$ cat config.mk
export PLATFORM = sky130hd
export DESIGN_NAME = spi_port
export DESIGN_NICKNAME = d
export VERILOG_FILES = /design/src/rtl/spi_port_pkg.sv /design/src/rtl/spi_port_ctrl.sv /design/src/rtl/spi_port_dp.sv /design/src/rtl/spi_port.sv
export SDC_FILE = /design/constraint.sdc
export NUM_CORES = 1
export LEC_CHECK = 0
export CELL_PAD_IN_SITES_DETAIL_PLACEMENT = 0
export CELL_PAD_IN_SITES_GLOBAL_PLACEMENT = 1
export CORE_UTILIZATION = 34
export CTS_CLUSTER_SIZE = 28
export DETAILED_ROUTE_END_ITERATION = 6
export GPL_TIMING_DRIVEN = 0
export PLACE_DENSITY_LB_ADDON = 0.1
export REMOVE_ABC_BUFFERS = 1
export SLEW_MARGIN = 40
export SYNTH_ARGS = -nofsm -noshare
export SYNTH_HDL_FRONTEND = slang
export SYNTH_HIERARCHICAL = 1
export SYNTH_SLANG_ARGS = --single-unit
export TNS_END_PERCENT = 30
$ cat constraint.sdc
create_clock -name clk -period 1.9 [get_ports clk]
set_clock_uncertainty 0.15 [all_clocks]
set_input_delay 0.19 -clock clk [delete_from_list [all_inputs] [get_ports clk]]
set_output_delay 0.19 -clock clk [all_outputs]
set_load 0.01 [all_outputs]
$ cat src/rtl/spi_port_pkg.sv
package spi_port_pkg;
  // Strobes from the control path into the datapath
  typedef struct packed {
    logic loadTx;    // load the transmit byte into the shifter
    logic driveOut;  // present the shifter MSB on SDO (leaving edge)
    logic shiftIn;   // shift SDI into the shifter (returning edge)
    logic loadRx;    // move the completed byte into the buffer
  } strobeT;

  localparam logic [3:0] MODE_DIV_A    = 4'd0;
  localparam logic [3:0] MODE_DIV_B    = 4'd1;
  localparam logic [3:0] MODE_DIV_C    = 4'd2;
  localparam logic [3:0] MODE_TICK     = 4'd3;
  localparam logic [3:0] MODE_SLV_SEL  = 4'd4;
  localparam logic [3:0] MODE_SLV_FREE = 4'd5;
endpackage

$ cat src/rtl/spi_port_ctrl.sv
module spi_port_ctrl
  import spi_port_pkg::*;
#(
  parameter int unsigned DW          = 8,
  parameter int unsigned DIV_A       = 4,
  parameter int unsigned DIV_B       = 16,
  parameter int unsigned DIV_C       = 64,
  parameter int unsigned SYNC_STAGES = 2
) (
  input  logic       clk,
  input  logic       rstN,
  input  logic       ctrlWe,
  input  logic [7:0] ctrlWdata,
  input  logic       bufWe,
  input  logic       tickIn,
  input  logic       sckIn,
  input  logic       ssNIn,
  input  logic       bufFull,
  output logic [7:0] ctrlRdata,
  output strobeT     stb,
  output logic       busy,
  output logic       ssActive,
  output logic       sckOut,
  output logic       sckOe,
  output logic       sdoOe
);
  localparam int unsigned CNT_W = $clog2(DW);
  localparam int unsigned PRE_W = $clog2(DIV_C);

  logic [3:0] mode;
  logic       pol, en, ovf, wcol;
  logic       active, isMaster, isSlave;

  assign active   = en && (mode <= MODE_SLV_FREE);
  assign isMaster = active && (mode <= MODE_TICK);
  assign isSlave  = active && !isMaster;

  // Slave-side input synchronizers
  logic [SYNC_STAGES-1:0] sckSync, ssSync;
  logic sckPrev, sckS, ssS, actCur, actPrev;

  always_ff @(posedge clk) begin
    if (!rstN) begin
      sckSync <= '0;
      ssSync  <= '1;
      sckPrev <= 1'b0;
    end else begin
      sckSync <= {sckSync[SYNC_STAGES-2:0], sckIn};
      ssSync  <= {ssSync[SYNC_STAGES-2:0], ssNIn};
      sckPrev <= sckS;
    end
  end

  assign sckS     = sckSync[SYNC_STAGES-1];
  assign ssS      = ssSync[SYNC_STAGES-1];
  assign actCur   = sckS ^ pol;
  assign actPrev  = sckPrev ^ pol;
  assign ssActive = isSlave && ((mode == MODE_SLV_FREE) || !ssS);

  // Master clock generation
  logic [PRE_W-1:0] preCnt, preTop;
  logic edgeTick, sckAct;

  always_comb begin
    case (mode)
      MODE_DIV_A: preTop = PRE_W'(DIV_A / 2 - 1);
      MODE_DIV_B: preTop = PRE_W'(DIV_B / 2 - 1);
      default:    preTop = PRE_W'(DIV_C / 2 - 1);
    endcase
  end

  assign edgeTick = (mode == MODE_TICK) ? tickIn : (preCnt == preTop);

  always_ff @(posedge clk) begin
    if (!rstN || !busy || edgeTick) preCnt <= '0;
    else                            preCnt <= preCnt + 1'b1;
  end

  // Edge events and bit counting
  logic [CNT_W-1:0] bitCnt;
  logic mLead, mTrail, sLead, sTrail, lead, trail, lastBit, done;
  logic slaveBusy, start, sLoad, collide;

  assign mLead     = isMaster && busy && edgeTick && !sckAct;
  assign mTrail    = isMaster && busy && edgeTick && sckAct;
  assign sLead     = ssActive && !actPrev && actCur;
  assign sTrail    = ssActive && actPrev && !actCur;
  assign lead      = mLead || sLead;
  assign trail     = mTrail || sTrail;
  assign lastBit   = (bitCnt == CNT_W'(DW - 1));
  assign done      = trail && lastBit;
  assign slaveBusy = (bitCnt != '0) || (ssActive && (actCur || actPrev));
  assign start     = isMaster && !busy && bufWe;
  assign sLoad     = isSlave && !slaveBusy && bufWe;
  assign collide   = bufWe && (isMaster ? busy : (isSlave && slaveBusy));

  always_ff @(posedge clk) begin
    if (!rstN) begin
      mode <= '0; pol <= 1'b0; en <= 1'b0;
      ovf  <= 1'b0; wcol <= 1'b0;
      busy <= 1'b0; sckAct <= 1'b0; bitCnt <= '0;
    end else begin
      if (ctrlWe) begin
        mode <= ctrlWdata[3:0];
        pol  <= ctrlWdata[4];
        en   <= ctrlWdata[5];
      end
      wcol <= (wcol && !(ctrlWe && !ctrlWdata[7])) || collide;
      ovf  <= (ovf && !(ctrlWe && !ctrlWdata[6])) || (done && isSlave && bufFull);

      if (!isMaster)  busy <= 1'b0;
      else if (start) busy <= 1'b1;
      else if (done)  busy <= 1'b0;

      if (!isMaster)   sckAct <= 1'b0;
      else if (mLead)  sckAct <= 1'b1;
      else if (mTrail) sckAct <= 1'b0;

      if (!active || (isSlave && !ssActive) || start) bitCnt <= '0;
      else if (trail) bitCnt <= lastBit ? '0 : bitCnt + 1'b1;
    end
  end

  assign stb.loadTx   = start || sLoad;
  assign stb.driveOut = lead;
  assign stb.shiftIn  = trail;
  assign stb.loadRx   = done && (isMaster || !bufFull);

  assign ctrlRdata = {wcol, ovf, en, pol, mode};
  assign sckOut    = pol ^ sckAct;
  assign sckOe     = isMaster;
  assign sdoOe     = isMaster || ssActive;
endmodule

$ cat src/rtl/spi_port_dp.sv
module spi_port_dp
  import spi_port_pkg::*;
#(
  parameter int unsigned DW = 8
) (
  input  logic          clk,
  input  logic          rstN,
  input  strobeT        stb,
  input  logic [DW-1:0] bufWdata,
  input  logic          bufRe,
  input  logic          sdiIn,
  output logic [DW-1:0] bufRdata,
  output logic          bufFull,
  output logic          sdoOut
);
  logic [DW-1:0] shiftReg, rxBuf;
  logic          sdoReg;

  always_ff @(posedge clk) begin
    if (!rstN) begin
      shiftReg <= '0;
      rxBuf    <= '0;
      sdoReg   <= 1'b0;
      bufFull  <= 1'b0;
    end else begin
      if (stb.loadTx)       shiftReg <= bufWdata;
      else if (stb.shiftIn) shiftReg <= {shiftReg[DW-2:0], sdiIn};

      if (stb.driveOut) sdoReg <= shiftReg[DW-1];

      if (stb.loadRx) begin
        rxBuf   <= {shiftReg[DW-2:0], sdiIn};
        bufFull <= 1'b1;
      end else if (bufRe) begin
        bufFull <= 1'b0;
      end
    end
  end

  assign bufRdata = rxBuf;
  assign sdoOut   = sdoReg;
endmodule

$ cat src/rtl/spi_port.sv
module spi_port
  import spi_port_pkg::*;
#(
  parameter int unsigned DW          = 8,
  parameter int unsigned DIV_A       = 4,
  parameter int unsigned DIV_B       = 16,
  parameter int unsigned DIV_C       = 64,
  parameter int unsigned SYNC_STAGES = 2
) (
  input  logic          clk,
  input  logic          rstN,
  input  logic          ctrlWe,
  input  logic [7:0]    ctrlWdata,
  output logic [7:0]    ctrlRdata,
  input  logic          bufWe,
  input  logic [DW-1:0] bufWdata,
  input  logic          bufRe,
  output logic [DW-1:0] bufRdata,
  output logic          bufFull,
  input  logic          tickIn,
  input  logic          sckIn,
  output logic          sckOut,
  output logic          sckOe,
  input  logic          sdiIn,
  output logic          sdoOut,
  output logic          sdoOe,
  input  logic          ssNIn
);
  strobeT stb;
  logic   busy, ssActive, rxLoad;

  spi_port_ctrl #(
    .DW(DW), .DIV_A(DIV_A), .DIV_B(DIV_B), .DIV_C(DIV_C), .SYNC_STAGES(SYNC_STAGES)
  ) u_ctrl (
    .clk(clk), .rstN(rstN), .ctrlWe(ctrlWe), .ctrlWdata(ctrlWdata),
    .bufWe(bufWe), .tickIn(tickIn), .sckIn(sckIn), .ssNIn(ssNIn),
    .bufFull(bufFull), .ctrlRdata(ctrlRdata), .stb(stb), .busy(busy),
    .ssActive(ssActive), .sckOut(sckOut), .sckOe(sckOe), .sdoOe(sdoOe)
  );

  spi_port_dp #(.DW(DW)) u_dp (
    .clk(clk), .rstN(rstN), .stb(stb), .bufWdata(bufWdata), .bufRe(bufRe),
    .sdiIn(sdiIn), .bufRdata(bufRdata), .bufFull(bufFull), .sdoOut(sdoOut)
  );

  assign rxLoad = stb.loadRx;
endmodule

==> impl_metrics.json, run 1 <==
{
  "dp_hpwl_mm": 3.21,
  "crit_arrival_ns": 2.04,
  "total_power_mw": 1.80,
  "final_nets": 283,
  "seq_area_um2": 860,
  "netlist_instances": 207,
  "place_congestion": 0.770,
  "r2r-end": "u_dp/shiftReg[1]",
  "insertion_delay_ns": 0.29,
  "drive_gt1_frac": 0.216,
  "synth.avg_cell_area_um2": 10.0,
  "r2r_cells": 6,
  "slew_viol_final": 0,
  "reg2reg_from": "u_ctrl/preCnt[4]",
  "multiInputGateArea_um2": 1230,
  "cp_max_fo": 5,
  "area_growth_pct": 37.4,
  "drt_iter0_markers": 96,
  "die_w_um": 80.2,
  "rows": 28,
  "drt-pass1-iter-count": 4,
  "violations": "negative setup slack",
  "finalHoldViolCount": 0,
  "cts_buffers": 5,
  "clk_path_buf_depth": 2,
  "whs_ns": 0.214,
  "setup_viol": 16,
  "clk_pin_slew_worst_paths_ns": 0.08,
  "dr_total_vias": 1592,
  "core_area_um2": 5920,
  "grt_pass1_vias": 1518,
  "power_density_nw_per_um2": 631,
  "period_needed_ns": 2.00,
  "busiest_layer": "met2",
  "grt_overflow_total": 0,
  "setup_slack_ns": -0.101,
  "die_area_um2": 6430,
  "startpoint_type": "flip-flop",
  "root_buffer": "clkbuf_8",
  "cts_hold_buffers": 0,
  "final_cell_area_um2": 2860,
  "clock-sinks": 42,
  "vdd_drop_max_mv": 0.327,
  "syn-cell-area_um2": 2080,
  "fmax_ghz": 0.500,
  "grt_util_met2": 0.267,
  "grt_max_degree": 35,
  "grt_util_all_layers": 0.155,
  "tritoncts": "done",
  "grt_pass1_wl_mm": 7.56,
  "crit_end": "u_dp/shiftReg[1]",
  "cp.required_ns": 1.94,
  "rrSetupSlack_ns": -0.10,
  "routed_via_density": 4.82,
  "placed_area_um2": 2530,
  "drcViolationCount": 0,
  "met1_usage": 0.194,
  "drt-total-wl_mm": 4.74,
  "min_path_type": "in2reg",
  "fin_crit_sh": 1.05,
  "relSlewSlack": 0.617,
  "io_buffer_count": 45,
  "antenna_found_initial": 0,
  "boundaryPins": 46,
  "yosys_warnings": 6,
  "status": "complete, but fails checks",
  "rsz0062_at_grt": "yes",
  "drt-wirelength-per-cell_um": 14.4,
  "antenna_left": 0,
  "critical_path_class": "reg2reg",
  "maxCapViolCount": 0,
  "worst_pin_slew_ns": 0.575,
  "end_kind": "flip-flop",
  "crit_start": "u_ctrl/preCnt[4]",
  "dieHeight_um": 80.2,
  "met3_usage": 0.0352,
  "start_util": 0.351,
  "antenna-diode-count": 0,
  "ctsHtreeMaxLevel": 2,
  "fill_cells": 584,
  "leakagePower_nw": 1.15
}
==> placed cells by master (no fill, tap or decap), types with 2 or more instances in the layout <==
master	n
mux2i_1	16
nand2_1	5
mux2i_2	2
inv_1	6
dfxtp_2	6
clkbuf_8	5
clkinv_2	2
xor2_1	3
and3_1	2
o21ai_0	5
dfxtp_4	3
o22ai_1	3
and2_1	3
nor2b_1	16
nand3_1	7
nor2_1	13
dfxtp_1	33
nand3b_1	3
nand2b_1	3
clkdlybuf4s50_1	42
xnor2_1	2
o211a_1	8
or2b_1	8
mux2_4	8
ha_1	4
buf_4	5
a21oi_1	4
dlygate4sd2_1	2
==> sequential cells by signal (all words and copies together), names as in the netlist, 2 cells and up <==
register and cells:
u_ctrl/bitCnt 3, u_ctrl/mode 4, u_ctrl/preCnt 6, u_ctrl/sckSync 2
u_ctrl/ssSync 2, u_dp/bufRdata 8, u_dp/shiftReg 8
==> timing repair <==
| action | in CTS | in global routing |
|---|---|---|
| endpoints found under the setup margin | 21 | 19 |
| pin swaps | 6 | 5 |
| cloned | 2 | 0 |
| resized for setup | 29 | 7 |
| setup buffers | 6 | 1 |
==> critical path, stage by stage, from the launching register on <==
cell	delay [ns]
dfxtp_2	0.36
nor3_4	0.19
o211ai_2	0.15
a211o_4	0.42
nand2_4	0.12
mux2_4	0.31
o211a_1	0.20
==> layout make-up <==
class / instances / area share
Multi-Input combinational cell: 145 / 0.430
Sequential cell: 42 / 0.301
Timing Repair Buffer: 53 / 0.189
Tap cell: 75 / 0.0329
Clock buffer: 5 / 0.0241
Clock inverter: 3 / 0.0140
Inverter: 7 / 0.00920
==> power breakdown <==
part / switching [mW] / total (mW) / internal, mW
registers: 0.0255 / 0.926 / 0.900
logic: 0.0710 / 0.185 / 0.114
clock network: 0.304 / 0.691 / 0.387
==> metal layers <==
metal | vias to the layer above | routed length (um)
met5 | - | 0
met4 | 0 | 23
met3 | 2 | 179
met2 | 31 | 2340
met1 | 740 | 2200
li1 | 819 | -
==> per-stage QoR <==
step	std cells	setup WS, ns	setup TNS (ns)	util
after global routing	330	-0.247	-3.37	0.482
after global placement	313	-1.04	-20.02	0.428
after CTS	329	-0.179	-2.11	0.475
after floorplan	193	-0.451	-6.25	-
after detailed placement	313	-0.669	-10.29	0.428
final	330	-0.101	-1.42	0.482
==> worst min path at each step <==
stage                      from  slack, ns          endpoint  cells after the start
5_1_grt                    rstN       0.27  u_ctrl/ssSync[1]                      2
2_1_floorplan              rstN       0.11  u_ctrl/ssSync[0]                      1
4_1_cts                    rstN       0.22  u_ctrl/ssSync[1]                      2
3_3_place_gp   u_ctrl/ssSync[0]       0.25  u_ctrl/ssSync[1]                      1
3_5_place_dp   u_ctrl/ssSync[0]       0.25  u_ctrl/ssSync[1]                      1
6_report                   rstN       0.21  u_ctrl/ssSync[1]                      2
Power figures use the tool's default switching activity.
==> run 2: changes to the inputs <==
- ABC_AREA: unset -> 1
- CORE_UTILIZATION: 34 -> 32
==> impl_metrics.json, run 2 <==
{
  "status": "complete, but fails checks",
  "violations": "negative setup slack",
  "async_flop_share": 0,
  "reg2reg_from": "u_ctrl/mode[3]",
  "synthTopCellsByCount": "nand2_1 (55), dfxtp_1 (42), nor2_1 (30), inv_1 (28), o21ai_0 (22)",
  "startpoint_type": "flip-flop",
  "syn-cell-area_um2": 1950,
  "cp_max_fo": 6,
  "dp_hpwl_mm": 3.19,
  "synth_edf_count": 0,
  "final_common_cell": "nand2_1",
  "placed_area_um2": 2420,
  "clk_pin_slew_worst_paths_ns": 0.08,
  "fin_cells": 394,
  "antenna_found_initial": 0,
  "drt_iter0_markers": 65,
  "routed_via_density": 4.56,
  "worstHoldPathCells": 3,
  "grt_pass1_wl_mm": 7.78,
  "drt-total-wl_mm": 4.58,
  "path_cells": "inv_2 -> nand4_1 -> a21oi_2 -> buf_4 -> o21ai_1 -> nand3b_1 -> o21ai_2 -> buf_6 -> buf_4 -> nand2_1 -> nand3_1 -> nand2_1 -> inv_1",
  "synth.avg_cell_area_um2": 7.45,
  "clk_path_buf_depth": 2,
  "synth.most_common_cell": "nand2_1",
  "worst_pin_slew_ns": 0.543,
  "vdd_drop_max_mv": 0.367,
  "finalHoldViolCount": 0,
  "rsz0062_at_grt": "yes",
  "clock-sinks": 42,
  "core_area_um2": 5920,
  "power_density_nw_per_um2": 655,
  "relSlewSlack": 0.638,
  "yosys_warnings": 6,
  "antenna-diode-count": 0,
  "drt-wirelength-per-cell_um": 11.6,
  "min_to": "u_ctrl/sckSync[0]",
  "period_needed_ns": 1.93,
  "synth_top_area_share": 0.430,
  "netlist_top_cells_area": "dfxtp_1 (43%), nand2_1 (11%), nor2_1 (5.8%)",
  "seq_area_frac_synth": 0.430,
  "synth_cell_types": 29,
  "drive_gt1_frac": 0.213,
  "start_util": 0.330,
  "grt_max_degree": 30,
  "ctsHtreeMaxLevel": 2,
  "grt_pass1_vias": 1694,
  "setup_viol": 9,
  "crit_buf_inv": 5,
  "slew_viol_final": 0,
  "drt-pass1-iter-count": 4,
  "critical_path_class": "reg2reg",
  "fin_util": 0.463,
  "final_nets": 347,
  "rrSetupSlack_ns": -0.03,
  "crit_arrival_ns": 1.98,
  "tns_ns": -0.177,
  "rows": 28,
  "netlist_instances": 262,
  "r2r-end": "u_dp/shiftReg[5]",
  "dr_total_vias": 1798,
  "fin_crit_sh": 1.02,
  "fmax_ghz": 0.517,
  "seq_area_um2": 856,
  "multiInputGateArea_um2": 976,
  "grt_overflow_total": 0,
  "tritoncts": "done",
  "antenna_left": 0,
  "drcViolationCount": 0,
  "die_w_um": 80.1,
  "insertion_delay_ns": 0.29,
  "area_growth_pct": 40.4,
  "boundaryPins": 46,
  "cts_buffers": 5,
  "die_area_um2": 6420,
  "setup_slack_ns": -0.0328,
  "root_buffer": "clkbuf_8",
  "grt_util_all_layers": 0.159,
  "dieHeight_um": 80.1,
  "end_kind": "flip-flop",
  "leakagePower_nw": 1.23,
  "final_cell_mix": "nand2_1 (50), clkdlybuf4s50_1 (42), dfxtp_1 (34)",
  "synth_ff_type": "dfxtp_1",
  "slowest_stage": "dfxtp_4",
  "place_inst": 372,
  "fill_cells": 609,
  "place_congestion": 0.747,
  "maxCapViolCount": 0,
  "crit_family": "buffers and inverters",
  "ys_seq_elements": 42,
  "cpPeakStageDelay_ns": 0.36,
  "r2r_cells": 13,
  "io_buffer_count": 45,
  "synth_area_leader_cell": "dfxtp_1",
  "final_cell_area_um2": 2740,
  "min_path_type": "in2reg",
  "cp.required_ns": 1.94,
  "min_from": "rstN"
}
## run 2: power by group
part	total, mW	internal, mW	switching, mW
clock network	0.676	0.367	0.309
registers	0.920	0.900	0.0193
logic	0.202	0.109	0.0926
total	1.80	1.38	0.420
## run 2: worst min-delay path: stages
cell and delay [ns]:
buf_2 0.28, nand2_1 0.12, inv_1 0.03
## run 2: metal layers
metal,global-route usage,vias up,routed length [um],share of wire
met4,0.0482,0,35,0.0076
met2,0.241,33,1960,0.43
met3,0.0409,4,189,0.041
met5,0,-,0,0
met1,0.219,827,2390,0.52
li1,-,934,-,-
## run 2: how the worst max path moves through the flow
stage / to / cells past startpoint / start / slack, ns
after floorplan: u_dp/shiftReg[0] / 10 / u_ctrl/pol / -0.63
after global placement: u_dp/shiftReg[1] / 10 / u_ctrl/pol / -1.27
after detailed placement: u_dp/bufRdata[1] / 12 / u_ctrl/mode[2] / -0.91
after CTS: u_dp/bufRdata[5] / 14 / u_ctrl/mode[3] / -0.04
after global routing: u_dp/shiftReg[0] / 13 / u_ctrl/mode[3] / -0.17
final: u_dp/shiftReg[5] / 13 / u_ctrl/mode[3] / -0.03
## run 2: through the flow
step                      worst slack [ns]  power [mW]  hold WS (ns)
after CTS                          -0.0414        1.81         0.216
after global routing                -0.171        1.89         0.266
after floorplan                     -0.632        1.02         0.133
final                              -0.0328        1.80         0.227
after detailed placement            -0.914        1.12         0.255
after global placement               -1.27        1.12         0.245
## run 2: final cells by class
| type | instances | area share |
|---|---|---|
| inverters | 34 | 0.0484 |
| clock buffers | 8 | 0.0401 |
| well taps | 75 | 0.0342 |
| repair buffers | 60 | 0.209 |
| flip-flops and latches | 42 | 0.312 |
| multi-input cells | 175 | 0.356 |
## run 2: timing repair
action                     CTS  global route
resized for setup           23            22
hold buffers                 0             0
setup endpoints to repair   19            25
buffers inserted             9             5
pin swaps                   11            20
## run 2: kinds of logic (layout without fill, tap and decap cells)
group	Yosys count	count (layout)	share of synthesized area
AOI/OAI and AO/OA	40	40	0.108
DFF	42	42	0.430
and+or+nand+nor	127	127	0.308
adders and majority gates	4	4	0.0256
xor gates and xnor gates	4	4	0.0179
buffers and inverters	45	102	0.110
==> run 3: changes to the inputs <==
- CORE_UTILIZATION: 32 -> 33
- CTS_BUF_LIST: unset -> sky130_fd_sc_hd__clkbuf_8
==> impl_metrics.json, run 3 (synthesis results as in run 2) <==
{
  "grt_pass1_wl_mm": 7.41,
  "start_util": 0.348,
  "routed_via_density": 4.57,
  "rsz0062_at_grt": "yes",
  "cpMostUsedCell": "nand2_1",
  "clock-sinks": 42,
  "p_clk_frac": 0.393,
  "io_buffer_count": 45,
  "drive_gt1_frac": 0.189,
  "period_needed_ns": 1.94,
  "relSlewSlack": 0.651,
  "rows": 27,
  "setup_viol": 8,
  "clk_pin_slew_worst_paths_ns": 0.08,
  "clk_path_buf_depth": 2,
  "power_density_nw_per_um2": 678,
  "tritoncts": "done",
  "combPwrFrac": 0.110,
  "total_power_mw": 1.85,
  "die_area_um2": 6230,
  "slowest_stage": "dfxtp_4",
  "min_path_type": "in2reg",
  "p_switching_mw": 0.421,
  "fmax_ghz": 0.516,
  "crit_end": "u_dp/shiftReg[2]",
  "fill_cells": 600,
  "grt_pass1_vias": 1615,
  "root_buffer": "clkbuf_8",
  "rrSetupSlack_ns": -0.04,
  "whs_ns": 0.215,
  "placed_area_um2": 2410,
  "final_cell_mix": "nand2_1 (51), clkdlybuf4s50_1 (42), dfxtp_1 (36)",
  "slew_viol_final": 0,
  "worst_pin_slew_ns": 0.523,
  "startpoint_type": "flip-flop",
  "drt-total-wl_mm": 4.60,
  "r2r_cells": 13,
  "dieHeight_um": 78.9,
  "drt-wirelength-per-cell_um": 11.8,
  "cts_buffers": 5,
  "r2r-end": "u_dp/shiftReg[2]",
  "core_area_um2": 5610,
  "swShare": 0.227,
  "drcViolationCount": 0,
  "antenna_found_initial": 0,
  "final_nets": 346,
  "fin_crit_sh": 1.02,
  "path_cells": "inv_2 -> nand4_1 -> a21oi_2 -> buf_4 -> o21ai_2 -> nand3b_1 -> o21ai_4 -> buf_6 -> nor2_8 -> nand2_1 -> nand3_1 -> nand2_1 -> inv_1",
  "critical_path_class": "reg2reg",
  "final_common_cell": "nand2_1",
  "boundaryPins": 46,
  "status": "complete, but fails checks",
  "place_congestion": 0.768,
  "cp.required_ns": 1.99,
  "grt_overflow_total": 0,
  "cp_max_fo": 8,
  "grt_util_all_layers": 0.156,
  "end_kind": "flip-flop",
  "crit_arrival_ns": 2.03,
  "pwr-share-seq": 0.496,
  "leakagePower_nw": 1.23,
  "final_cell_area_um2": 2730,
  "maxCapViolCount": 0,
  "vdd_drop_max_mv": 0.334,
  "fin_util": 0.487,
  "antenna_left": 0,
  "finalHoldViolCount": 0,
  "internal_power_mw": 1.43,
  "drt_iter0_markers": 58,
  "dp_hpwl_mm": 3.21,
  "setup_slack_ns": -0.0382,
  "drt-pass1-iter-count": 4,
  "antenna-diode-count": 0,
  "violations": "negative setup slack",
  "reg2reg_from": "u_ctrl/mode[3]",
  "grt_max_degree": 30,
  "ctsHtreeMaxLevel": 2,
  "die_w_um": 78.9,
  "dr_total_vias": 1777,
  "cpPeakStageDelay_ns": 0.36,
  "crit_start": "u_ctrl/mode[3]",
  "area_growth_pct": 39.8,
  "insertion_delay_ns": 0.30
}
[run 3: cell types whose count changed in the layout (fill, tap and decap cells not counted), moves of 2 or more]
cell      before  now
clkbuf_8       8    6
dfxtp_1       34   36
o21ai_0       15   20
o21ai_2        4    1
dfxtp_2        6    4
o21ai_1        3    0
[run 3: area by class of cell]
cell class / count / area [um^2] / area share
Sequential cell: 42 / 853 / 0.312
Clock inverter: 1 / 30.0 / 0.0110
Tap cell: 72 / 90.1 / 0.0330
Multi-Input combinational cell: 175 / 970 / 0.355
Clock buffer: 6 / 82.6 / 0.0302
Inverter: 34 / 130 / 0.0476
Timing Repair Buffer: 59 / 576 / 0.211
[run 3: routing by layer]
| layer | routed length [um] | global-route usage | vias up |
|---|---|---|---|
| met5 | 0 | 0 | - |
| li1 | - | - | 935 |
| met3 | 192 | 0.0333 | 5 |
| met1 | 2330 | 0.211 | 808 |
| met4 | 67 | 0.0709 | 0 |
| met2 | 2010 | 0.237 | 29 |
[run 3: how the worst min path moves through the flow]
stage | endpoint | cells past startpoint | start | slack [ns]
floorplan | u_ctrl/sckSync[0] | 2 | rstN | 0.13
global placement | u_ctrl/sckSync[1] | 2 | u_ctrl/sckSync[0] | 0.24
detailed placement | u_ctrl/ssSync[1] | 1 | u_ctrl/ssSync[0] | 0.25
CTS | u_ctrl/sckSync[1] | 3 | rstN | 0.21
global route | u_ctrl/sckSync[1] | 3 | rstN | 0.25
finish | u_ctrl/sckSync[1] | 3 | rstN | 0.22
[run 3: power by group through the flow]
stage	sequential (mW)	clock [mW]	combinational, mW
after floorplan	0.940	0	0.0777
after global placement	0.940	0	0.182
after detailed placement	0.940	0	0.184
after CTS	0.920	0.753	0.198
after global routing	0.923	0.777	0.225
final	0.920	0.729	0.205
[run 3: stage by stage]
stage	TNS, ns	worst slack [ns]	cells
2_1_floorplan	-6.79	-0.632	251
3_3_place_gp	-22.67	-1.42	368
3_5_place_dp	-9.14	-0.831	369
4_1_cts	-0.0370	-0.0107	385
5_1_grt	-2.71	-0.200	389
6_report	-0.205	-0.0382	389
[run 3: what timing repair did]
| action | CTS | global route |
|---|---|---|
| pin swaps | 10 | 11 |
| buffers inserted | 9 | 4 |
| resized for setup | 22 | 11 |
| setup endpoints to repair | 19 | 24 |
| hold buffers | 0 | 0 |
[run 3: critical path: cells and delay by family, from the launching register on]
kind	cells	cell delay, ns
AO/OA/AOI/OAI	3	0.31
buffers and inverters	4	0.40
flip-flops	1	0.36
AND/OR/NAND/NOR	6	0.66
